$ cat src/rtl/ddr_init_pkg.sv
package ddr_init_pkg;

    // Command encoding on {cs_n, ras_n, cas_n, we_n}
    typedef enum logic [3:0] {
        CMD_MODE  = 4'b0000,
        CMD_REFR  = 4'b0001,
        CMD_PRECH = 4'b0010,
        CMD_NOP   = 4'b0111,
        CMD_DESEL = 4'b1111
    } ddr_cmd_e;

    // Sequencer phase
    typedef enum logic [1:0] {
        PH_STABLE = 2'd0,
        PH_CKE    = 2'd1,
        PH_GAP    = 2'd2,
        PH_DONE   = 2'd3
    } init_phase_e;

    // Command steps, in issue order
    typedef enum logic [2:0] {
        STEP_PRE_A   = 3'd0,
        STEP_EXT     = 3'd1,
        STEP_DLL_RST = 3'd2,
        STEP_PRE_B   = 3'd3,
        STEP_REFRESH = 3'd4,
        STEP_FINAL   = 3'd5
    } init_step_e;

    localparam logic [2:0] LAT3_CODE = 3'b011;

endpackage

$ cat src/rtl/ddr_init_cmd_enc.sv
module ddr_init_cmd_enc
    import ddr_init_pkg::*;
#(
    parameter int ADDR_W     = 13,
    parameter int BURST_LEN  = 4,
    parameter int BURST_TYPE = 0,
    parameter int HALF_DRIVE = 0
) (
    input  init_step_e        step_i,
    output ddr_cmd_e          cmd_o,
    output logic [1:0]        ba_o,
    output logic [ADDR_W-1:0] addr_o
);

    localparam int PRE_ALL_BIT = 10;
    localparam int DLL_RST_BIT = 8;

    logic [2:0] len_code;

    generate
        if (BURST_LEN == 8) begin : g_len8
            assign len_code = 3'b011;
        end else if (BURST_LEN == 4) begin : g_len4
            assign len_code = 3'b010;
        end else begin : g_len2
            assign len_code = 3'b001;
        end
    endgenerate

    always_comb begin
        cmd_o  = CMD_NOP;
        ba_o   = 2'b00;
        addr_o = '0;
        case (step_i)
            STEP_PRE_A, STEP_PRE_B: begin
                cmd_o               = CMD_PRECH;
                addr_o[PRE_ALL_BIT] = 1'b1;
            end
            STEP_EXT: begin
                cmd_o     = CMD_MODE;
                ba_o      = 2'b01;
                addr_o[0] = 1'b0;
                addr_o[1] = 1'(HALF_DRIVE);
            end
            STEP_DLL_RST, STEP_FINAL: begin
                cmd_o               = CMD_MODE;
                addr_o[2:0]         = len_code;
                addr_o[3]           = 1'(BURST_TYPE);
                addr_o[6:4]         = LAT3_CODE;
                addr_o[DLL_RST_BIT] = (step_i == STEP_DLL_RST);
            end
            STEP_REFRESH: begin
                cmd_o = CMD_REFR;
            end
            default: begin
                cmd_o = CMD_NOP;
            end
        endcase
    end

endmodule

$ cat src/rtl/ddr_init_dll_wait.sv
module ddr_init_dll_wait #(
    parameter int T_DLL = 200
) (
    input  logic clk,
    input  logic rst_n,
    input  logic start_i,
    output logic ready_o
);

    localparam int CW = (T_DLL > 1) ? $clog2(T_DLL + 1) : 1;
    localparam logic [CW-1:0] LAST = CW'(T_DLL - 1);

    typedef struct packed {
        logic          run;
        logic [CW-1:0] cnt;
    } dll_t;

    dll_t dll_d, dll_q;

    always_comb begin
        dll_d = dll_q;
        if (start_i) begin
            dll_d.run = 1'b1;
            dll_d.cnt = '0;
        end else if (dll_q.run && (dll_q.cnt != LAST)) begin
            dll_d.cnt = dll_q.cnt + 1'b1;
        end
    end

    always_ff @(posedge clk or negedge rst_n) begin
        if (!rst_n) begin
            dll_q <= '0;
        end else begin
            dll_q <= dll_d;
        end
    end

    assign ready_o = dll_q.run && (dll_q.cnt == LAST);

endmodule

$ cat src/rtl/ddr_init_seq.sv
module ddr_init_seq
    import ddr_init_pkg::*;
#(
    parameter int ADDR_W     = 13,
    parameter int T_STABLE   = 20000,
    parameter int T_CKE      = 2,
    parameter int T_RP       = 3,
    parameter int T_MRD      = 2,
    parameter int T_RFC      = 7,
    parameter int T_DLL      = 200,
    parameter int N_REF      = 2,
    parameter int BURST_LEN  = 4,
    parameter int BURST_TYPE = 0,
    parameter int HALF_DRIVE = 0
) (
    input  logic              clk,
    input  logic              rst_n,
    output logic              ddr_cke,
    output logic              ddr_cs_n,
    output logic              ddr_ras_n,
    output logic              ddr_cas_n,
    output logic              ddr_we_n,
    output logic [1:0]        ddr_ba,
    output logic [ADDR_W-1:0] ddr_addr,
    output logic              init_done
);

    localparam int MAX_A = (T_STABLE > T_CKE) ? T_STABLE : T_CKE;
    localparam int MAX_B = (T_RP > T_MRD) ? T_RP : T_MRD;
    localparam int MAX_C = (MAX_B > T_RFC) ? MAX_B : T_RFC;
    localparam int MAX_T = (MAX_A > MAX_C) ? MAX_A : MAX_C;
    localparam int CNT_W = $clog2(MAX_T + 1);
    localparam int REF_W = (N_REF > 1) ? $clog2(N_REF + 1) : 1;

    localparam logic [CNT_W-1:0] STABLE_LAST = CNT_W'(T_STABLE - 1);
    localparam logic [CNT_W-1:0] CKE_LAST    = CNT_W'(T_CKE - 1);
    localparam logic [CNT_W-1:0] RP_LAST     = CNT_W'(T_RP - 1);
    localparam logic [CNT_W-1:0] MRD_LAST    = CNT_W'(T_MRD - 1);
    localparam logic [CNT_W-1:0] RFC_LAST    = CNT_W'(T_RFC - 1);
    localparam logic [CNT_W-1:0] CNT_TOP     = '1;
    localparam logic [REF_W-1:0] REF_LAST    = REF_W'(N_REF - 1);

    typedef struct packed {
        init_phase_e       phase;
        init_step_e        step;
        logic [CNT_W-1:0]  cnt;
        logic [REF_W-1:0]  refs;
        logic              cke;
        ddr_cmd_e          cmd;
        logic [1:0]        ba;
        logic [ADDR_W-1:0] addr;
        logic              done;
    } seq_t;

    seq_t seq_d, seq_q;

    logic              issue_en;
    init_step_e        issue_step;
    logic [CNT_W-1:0]  gap_last;
    ddr_cmd_e          enc_cmd;
    logic [1:0]        enc_ba;
    logic [ADDR_W-1:0] enc_addr;
    logic              dll_ready;

    // Decide whether a command goes out on the next edge, and which one
    always_comb begin
        case (seq_q.step)
            STEP_PRE_A, STEP_PRE_B: gap_last = RP_LAST;
            STEP_REFRESH:           gap_last = RFC_LAST;
            default:                gap_last = MRD_LAST;
        endcase

        issue_en   = 1'b0;
        issue_step = STEP_PRE_A;
        case (seq_q.phase)
            PH_CKE: begin
                if (seq_q.cnt == CKE_LAST) begin
                    issue_en   = 1'b1;
                    issue_step = STEP_PRE_A;
                end
            end
            PH_GAP: begin
                if (seq_q.cnt >= gap_last) begin
                    case (seq_q.step)
                        STEP_PRE_A: begin
                            issue_en   = 1'b1;
                            issue_step = STEP_EXT;
                        end
                        STEP_EXT: begin
                            issue_en   = 1'b1;
                            issue_step = STEP_DLL_RST;
                        end
                        STEP_DLL_RST: begin
                            issue_en   = 1'b1;
                            issue_step = STEP_PRE_B;
                        end
                        STEP_PRE_B: begin
                            issue_en   = 1'b1;
                            issue_step = STEP_REFRESH;
                        end
                        STEP_REFRESH: begin
                            issue_en   = 1'b1;
                            issue_step = (seq_q.refs == REF_LAST) ? STEP_FINAL : STEP_REFRESH;
                        end
                        default: begin
                            issue_en = 1'b0;
                        end
                    endcase
                end
            end
            default: begin
                issue_en = 1'b0;
            end
        endcase
    end

    ddr_init_cmd_enc #(
        .ADDR_W    (ADDR_W),
        .BURST_LEN (BURST_LEN),
        .BURST_TYPE(BURST_TYPE),
        .HALF_DRIVE(HALF_DRIVE)
    ) u_enc (
        .step_i(issue_step),
        .cmd_o (enc_cmd),
        .ba_o  (enc_ba),
        .addr_o(enc_addr)
    );

    ddr_init_dll_wait #(
        .T_DLL(T_DLL)
    ) u_dll (
        .clk    (clk),
        .rst_n  (rst_n),
        .start_i(issue_en && (issue_step == STEP_DLL_RST)),
        .ready_o(dll_ready)
    );

    // Next state and next outputs
    always_comb begin
        seq_d      = seq_q;
        seq_d.cmd  = CMD_NOP;
        seq_d.ba   = 2'b00;
        seq_d.addr = '0;
        case (seq_q.phase)
            PH_STABLE: begin
                seq_d.cmd = CMD_DESEL;
                if (seq_q.cnt == STABLE_LAST) begin
                    seq_d.phase = PH_CKE;
                    seq_d.cnt   = '0;
                    seq_d.cke   = 1'b1;
                    seq_d.cmd   = CMD_NOP;
                end else begin
                    seq_d.cnt = seq_q.cnt + 1'b1;
                end
            end
            PH_CKE, PH_GAP: begin
                if (issue_en) begin
                    seq_d.phase = PH_GAP;
                    seq_d.step  = issue_step;
                    seq_d.cnt   = '0;
                    seq_d.cmd   = enc_cmd;
                    seq_d.ba    = enc_ba;
                    seq_d.addr  = enc_addr;
                    if (issue_step == STEP_REFRESH) begin
                        seq_d.refs = (seq_q.step == STEP_REFRESH) ? seq_q.refs + 1'b1 : '0;
                    end
                end else if ((seq_q.phase == PH_GAP) && (seq_q.step == STEP_FINAL) &&
                             (seq_q.cnt >= MRD_LAST) && dll_ready) begin
                    seq_d.phase = PH_DONE;
                    seq_d.done  = 1'b1;
                end else if (seq_q.cnt != CNT_TOP) begin
                    seq_d.cnt = seq_q.cnt + 1'b1;
                end
            end
            default: begin
                seq_d.done = 1'b1;
            end
        endcase
    end

    always_ff @(posedge clk or negedge rst_n) begin
        if (!rst_n) begin
            seq_q.phase <= PH_STABLE;
            seq_q.step  <= STEP_PRE_A;
            seq_q.cnt   <= '0;
            seq_q.refs  <= '0;
            seq_q.cke   <= 1'b0;
            seq_q.cmd   <= CMD_DESEL;
            seq_q.ba    <= 2'b00;
            seq_q.addr  <= '0;
            seq_q.done  <= 1'b0;
        end else begin
            seq_q <= seq_d;
        end
    end

    assign ddr_cke   = seq_q.cke;
    assign ddr_cs_n  = seq_q.cmd[3];
    assign ddr_ras_n = seq_q.cmd[2];
    assign ddr_cas_n = seq_q.cmd[1];
    assign ddr_we_n  = seq_q.cmd[0];
    assign ddr_ba    = seq_q.ba;
    assign ddr_addr  = seq_q.addr;
    assign init_done = seq_q.done;

endmodule

$ cat config.mk
export PLATFORM = sky130hd
export DESIGN_NAME = ddr_init_seq
export DESIGN_NICKNAME = d
export VERILOG_FILES = /design/src/rtl/ddr_init_pkg.sv /design/src/rtl/ddr_init_cmd_enc.sv /design/src/rtl/ddr_init_dll_wait.sv /design/src/rtl/ddr_init_seq.sv
export SDC_FILE = /design/constraint.sdc
export NUM_CORES = 1
export LEC_CHECK = 0
export BUFFER_PORTS_ARGS = -buffer_cell sky130_fd_sc_hd__clkbuf_2
export CAP_MARGIN = 10
export CORE_ASPECT_RATIO = 1.2
export CORE_MARGIN = 5
export CORE_UTILIZATION = 44
export CTS_BUF_LIST = sky130_fd_sc_hd__clkbuf_16
export CTS_CLUSTER_DIAMETER = 200
export DETAILED_ROUTE_END_ITERATION = 10
export GPL_ROUTABILITY_DRIVEN = 0
export PLACE_DENSITY_LB_ADDON = 0.3
export REMOVE_ABC_BUFFERS = 1
export SLEW_MARGIN = 10
export SYNTH_ARGS = -nofsm -noshare
export SYNTH_HDL_FRONTEND = slang
export SYNTH_SLANG_ARGS = --single-unit
$ cat constraint.sdc
create_clock -name clk -period 2.8 [get_ports clk]
set_input_delay 0.84 -clock clk [delete_from_list [all_inputs] [get_ports clk]]
set_output_delay 0.84 -clock clk [all_outputs]
set_load 0.05 [all_outputs]
# After elaboration in Yosys (flattened, before gate mapping)
# Index checks and enable logic that the tools add are counted.
[totals]
ff_bits = 52
latch_bits = 0
ram_bits = 0
rom_bits = 0
in_bits = 2
output_inout_bits = 21
wordCells = 98
mem_count = 0
[classes]
addsub = 3
mul = 0
div = 0
magnitude_cmp = 2
eq_ne = 24
shift = 0
muxes = 34
n_bitwise = 1
n_reduce_logical = 23
[ops]
columns = ["operator", "n"]
rows = [
  ["15-bit two-way mux", 5],
  ["15-bit one-hot mux with 2 select lines", 1],
  ["19-bit two-way mux", 1],
  ["8-bit two-way mux", 2],
  ["15-bit by 1-bit adder with 15-bit output, second input constant", 1],
  ["15-bit by 1-bit equality test with 1-bit output, second input constant", 1],
  ["15-bit equality test, second input constant", 1],
  ["15-bit by 1-bit >= comparator with 1-bit output, second input constant", 1],
  ["15-bit >= comparator", 1],
  ["15-bit != test, second input constant", 1],
  ["3-bit one-hot mux with 5 select lines", 1],
  ["3-bit by 2-bit equality test with 1-bit output, second input constant", 4],
  ["3-bit equality test, second input constant", 4],
  ["3-bit AND reduction", 4],
  ["2-bit two-way mux", 5],
  ["1-bit two-way mux", 9],
  ["3-bit != test, second input constant", 3],
  ["3-bit one-hot mux with 3 select lines", 1],
  ["8-bit by 1-bit adder with 8-bit output, second input constant", 1],
  ["8-bit equality test, second input constant", 1],
  ["4-bit two-way mux", 2],
  ["8-bit != test, second input constant", 1],
  ["4-bit one-hot mux with 2 select lines", 1],
  ["2-bit OR reduction", 4],
  ["17 further kinds", 31],
]

# Logic depth before layout (Yosys ltp)
[depth]
word_depth = 11
mapped_depth = 12
depth_no_buf = 10

# Cells and area by module
# From an unflattened synthesis, not the netlist that was laid out.
[unflattened]
hier_cells = 332
area_unflattened_um2 = 3156.8
[modules_own_cells]
columns = ["module", "n_inst", "cells_each", "area_each_um2"]
rows = [
  ["ddr_init_seq", 1, 261, 2511.2],
  ["ddr_init_dll_wait", 1, 47, 480.5],
  ["ddr_init_cmd_enc", 1, 24, 165.2],
]

# Worst setup path after synthesis
# No wires, ideal clock.
[synth_timing]
path_kind = "reg2reg"
from = "register seq_q[38] (netlist bit)"
to = "register seq_q[29] (netlist bit)"
setup_time_ns = 0.121
arrival_ns = 2.365
required_time_ns = 2.679
slack_ns = 0.314
path_stages_with_launch = 13
n_path_buf = 2
synth_period_minus_slack_ns = 2.486
path_cell_list = "dfrtp_1 clkbuf_1 nand2_1 nor2_1 nor2_1 ha_1 o21ai_0 a21oi_1 o311a_1 a211oi_2 or2_1 buf_4 a22o_1"
[synth_between]
elab_chain_cells = 8
elab_cells_between_ends = 21
[synth_rtl]
columns = ["item", "line_no", "source"]
rows = [
  ["from (decl)", "ddr_init_seq.sv:55", "seq_t seq_d, seq_q;"],
  ["from (signal assigned)", "ddr_init_seq.sv:193", "seq_q <= seq_d;"],
  ["3-bit by 2-bit equality test with 1-bit output / 3-bit zero test (equally long branches)", "ddr_init_seq.sv:67, ddr_init_seq.sv:84", ""],
  ["2-bit OR reduction", "ddr_init_seq.sv:67", "case (seq_q.step)"],
  ["3-bit one-hot mux with 2 select lines", "ddr_init_seq.sv:67", ""],
  ["15-bit >= comparator", "ddr_init_seq.sv:83", "if (seq_q.cnt >= gap_last) begin"],
  ["1-bit two-way mux", "ddr_init_seq.sv:83", ""],
  ["1-bit one-hot mux with 2 select lines", "ddr_init_seq.sv:75", "case (seq_q.phase)"],
  ["3-bit != test (no line) / 15-bit two-way mux (equally long branches)", "--", ""],
  ["3-bit AND reduction (no line) / 15-bit one-hot mux with 2 select lines (equally long branches)", "--", ""],
]
# Parallel ways exist; a longest one is shown, timed or not.
# A chain may end at the register's enable or synchronous reset.

# Worst setup path after layout
[layout_timing]
from = "register seq_q[38] (netlist bit)"
to = "register seq_q[22] (netlist bit)"
[layout_between]
elab_chain_cells = 8
elab_cells_between_ends = 18
[layout_rtl]
columns = ["item", "line_no", "source"]
rows = [
  ["3-bit by 2-bit equality test with 1-bit output / 3-bit zero test (equally long branches)", "ddr_init_seq.sv:67, ddr_init_seq.sv:84", ""],
  ["2-bit OR reduction", "ddr_init_seq.sv:67", ""],
  ["3-bit one-hot mux with 2 select lines", "ddr_init_seq.sv:67", ""],
  ["15-bit >= comparator", "ddr_init_seq.sv:83", ""],
  ["3-bit two-way mux", "ddr_init_seq.sv:83", ""],
  ["3-bit two-way mux", "--", ""],
  ["3-bit equality test", "ddr_init_seq.sv:164", "if (issue_step == STEP_REFRESH) begin"],
  ["3-bit AND reduction (no line)", "--", ""],
]
# Parallel ways exist; a longest one is shown, timed or not.

==> key figures <==
Yosys
  • Synth area leader: dfrtp_1
  • Number of synthesized flops with an enable pin: 0
  • Dominant cells by area after synthesis: dfrtp_1 35%, ha_1 5.2%, buf_4 4.5%
  • Post-synth ARST share: 100%
  • Syn_area_per_cell: 9.49 sq um
  • Post-synthesis cell count: 280
  • Yosys top cell area share: 34.9%
  • Synth cell types: 61
  • #FFs+latches synth: 41
  • Most common flop cell mapped by yosys: dfrtp_1
  • Post-Syn Area: 2660 sq um
  • Synth warn: 0
  • Post-synthesis sequential area ratio: 38.8%

Global route
  • Largest net degree at the start of global routing: 29
  • First-pass GRT wire length: 9110 microns
  • Initial antenna violation count: 0
  • GRT Residual Overflow: 0
  • Vias in the first global route: 1868
  • GRT Total Usage: 14.9%

Outcome
  • Status: finished, final reports clean

Timing
  • Final Hold Viols: 0
  • Period minus WS final: 2.57 ns
  • RSZ-0062 raised after global routing: no
  • Setup TNS: 0 ns
  • Worst clock skew: 0.00581 ns
  • Tcrit/Tclk final: 91.9%
  • Slew HR: 62.0%
  • Max Transition Viols Final: 0
  • Number of endpoints failing setup at the final stage: 0
  • Worst slew pin tran: 0.565 ns
  • Max frequency: 389 MHz

Clock tree
  • CTS root buffer: clkbuf_16
  • Clock Path Buffers: 2
  • Clk slew on worst S/H paths: 0.06 ns
  • CTS HTree Levels: 2
  • CTS tree: built
  • TritonCTS Sinks: 41
  • Hold buffer count at cts: 0
  • Worst skew pair latency: 0.27 ns
  • Num CTS Buffers: 5
  • Post-CTS Resized: 0
  • Post-CTS Setup Repair Bufs: 0

Die
  • Chip width: 80.9 microns
  • Total Die Area: 7700 sq um
  • Die H: 95.1 microns
  • # rows: 31
  • Io pins: 23
  • Core area: 5970 sq um
  • Initial core utilization: 44.5%

Power and ir drop
  • Leakage power: 0.00127 uW
  • Tot Pwr: 1260 uW
  • Worst vdd ir: 0.256 mV
  • P per Cell Area: 433 nW/um^2

Routing
  • Final ANT Viol Nets: 0
  • Remaining routing DRC violations: 0
  • Initial DRC Count: 75
  • First-pass DRT Iterations: 4
  • Drt via density: 5.53
  • Drt wl/cell: 14.6 microns
  • Routed Wire Length: 5410 microns
  • Vias after detailed routing: 2050

Finish
  • Antenna diodes: 0
  • Fin nets: 301
  • # fillers: 582
  • Most common cell after layout, fill and taps aside: dfrtp_1
  • Share of layout cells above drive strength 1: 19.7%
  • Area growth syn-to-layout: 9.66%
  • Most frequent cells in the layout: 37 x dfrtp_1, 25 x nand2_1, 24 x nor2_1, 19 x o21ai_0, 13 x clkbuf_2

Placement
  • HPWL after DPL: 4050 microns
  • IO buf count: 13

Setup path
  • Crit path kind: flop to flop
  • Worst Setup Start Kind: flop
  • Crit path required time: 2.96 ns
  • CP endpoint kind: flop
  • Worst path arrival time: 2.73 ns
  • Critical path fanouts, max: 11

Min path
  • Min-Delay Path Class: flop to flop

Job
  • Maxcap violations: 0
-- final cells by class --
cell class	count	area [sq um]	area share, %
multi-input combinational	212	1470	50.5
inverter	9	33.8	1.16
tap	82	103	3.52
timing repair buffer	19	110	3.78
clock buffer	5	125	4.30
clock inverter	3	38.8	1.33
sequential	41	1030	35.4
-- Yosys cell counts, types with 2 or more instances --
master and n:
nor4_1 2, and3_1 6, mux2i_1 9, xor2_1 6, nor3_1 3, inv_1 9
clkbuf_1 7, o21bai_1 7, or3_4 2, nand2b_1 5, a21oi_1 11, buf_2 3
or2_2 3, a22o_1 4, or2_1 3, a211oi_1 2, mux2_2 2, or3_1 4
a31o_2 2, dfstp_2 4, nand2_1 25, a2111oi_2 3, nor4_2 2, nand4_2 2
o21ai_0 19, dfrtp_1 37, nand3_1 6, nand4_1 6, nor2_1 24, o211ai_1 2
ha_1 11, buf_4 16, o22a_1 2, and4_1 4
-- critical path, stage by stage, from the launching register on --
cell	delay (ns)
dfrtp_1	0.51
nand2_1	0.14
nor2_1	0.10
nor2_1	0.07
ha_1	0.28
o21ai_0	0.08
a21oi_1	0.33
o311ai_2	0.13
a21oi_1	0.38
nand2_1	0.16
mux2_2	0.29
-- worst paths after layout --
kind,startpoint,to,slack [ns],depth (start not counted)
max reg2reg,seq_q[38],seq_q[22],0.23,10
min reg2reg,ddr_cke,ddr_cke,0.46,1
min,ddr_cke,ddr_cke,0.46,1
min in group asynchronous,rst_n,seq_q[41],0.50,1
max,seq_q[38],seq_q[22],0.23,10
max in group asynchronous,rst_n,ddr_cas_n,1.58,2
-- per-stage QoR --
stage	instance area, sq um	cells	setup WS, ns	util, %	hold slack (ns)
detailed placement	2740	363	0.239	45.8	0.449
global route	2910	371	0.0404	48.8	0.484
global placement	2740	363	0.275	45.8	0.451
CTS	2900	371	0.215	48.6	0.469
finish	2910	371	0.227	48.8	0.462
floorplan	2520	262	0.481	-	0.479
-- kinds of logic (layout without fill, tap and decap cells) --
logic type	count (synthesis)	in the layout	share of synthesized area (%)
AO/OA/AOI/OAI	67	67	19.1
multiplexers	11	11	4.24
buffers and inverters	35	36	7.35
flip-flops	41	41	38.8
XOR/XNOR	7	7	2.31
adder cells (fa/ha/maj)	11	11	5.18
AND/OR/NAND/NOR	107	107	22.9
other	1	9	0.141
-- where the power goes --
part,internal [uW],leakage (uW),switching (uW)
sequential,593,0.000545,0
clock,415,0.0000850,214
combinational,1.38,0.000636,37.7
-- registers in the layout, indices dropped and copies added (netlist names) --
signal,cells
ddr_addr,3
ddr_ba,1
ddr_cas_n,1
ddr_cke,1
ddr_cs_n,1
ddr_ras_n,1
ddr_we_n,1
init_done,1
seq_q,22
u_dll.dll_q,9
-- routing by layer --
layer  global-route usage [%]  wire length [microns]  vias up  share of wire, %
li1                         -                      -     1010                 -
met5                        0                      0        -                 0
met1                     19.8                   2550      992                47
met3                     2.36                    199        4               3.7
met2                     25.2                   2610       44                48
met4                     3.80                     56        0               1.0
(Power assumes the default switching activity.)
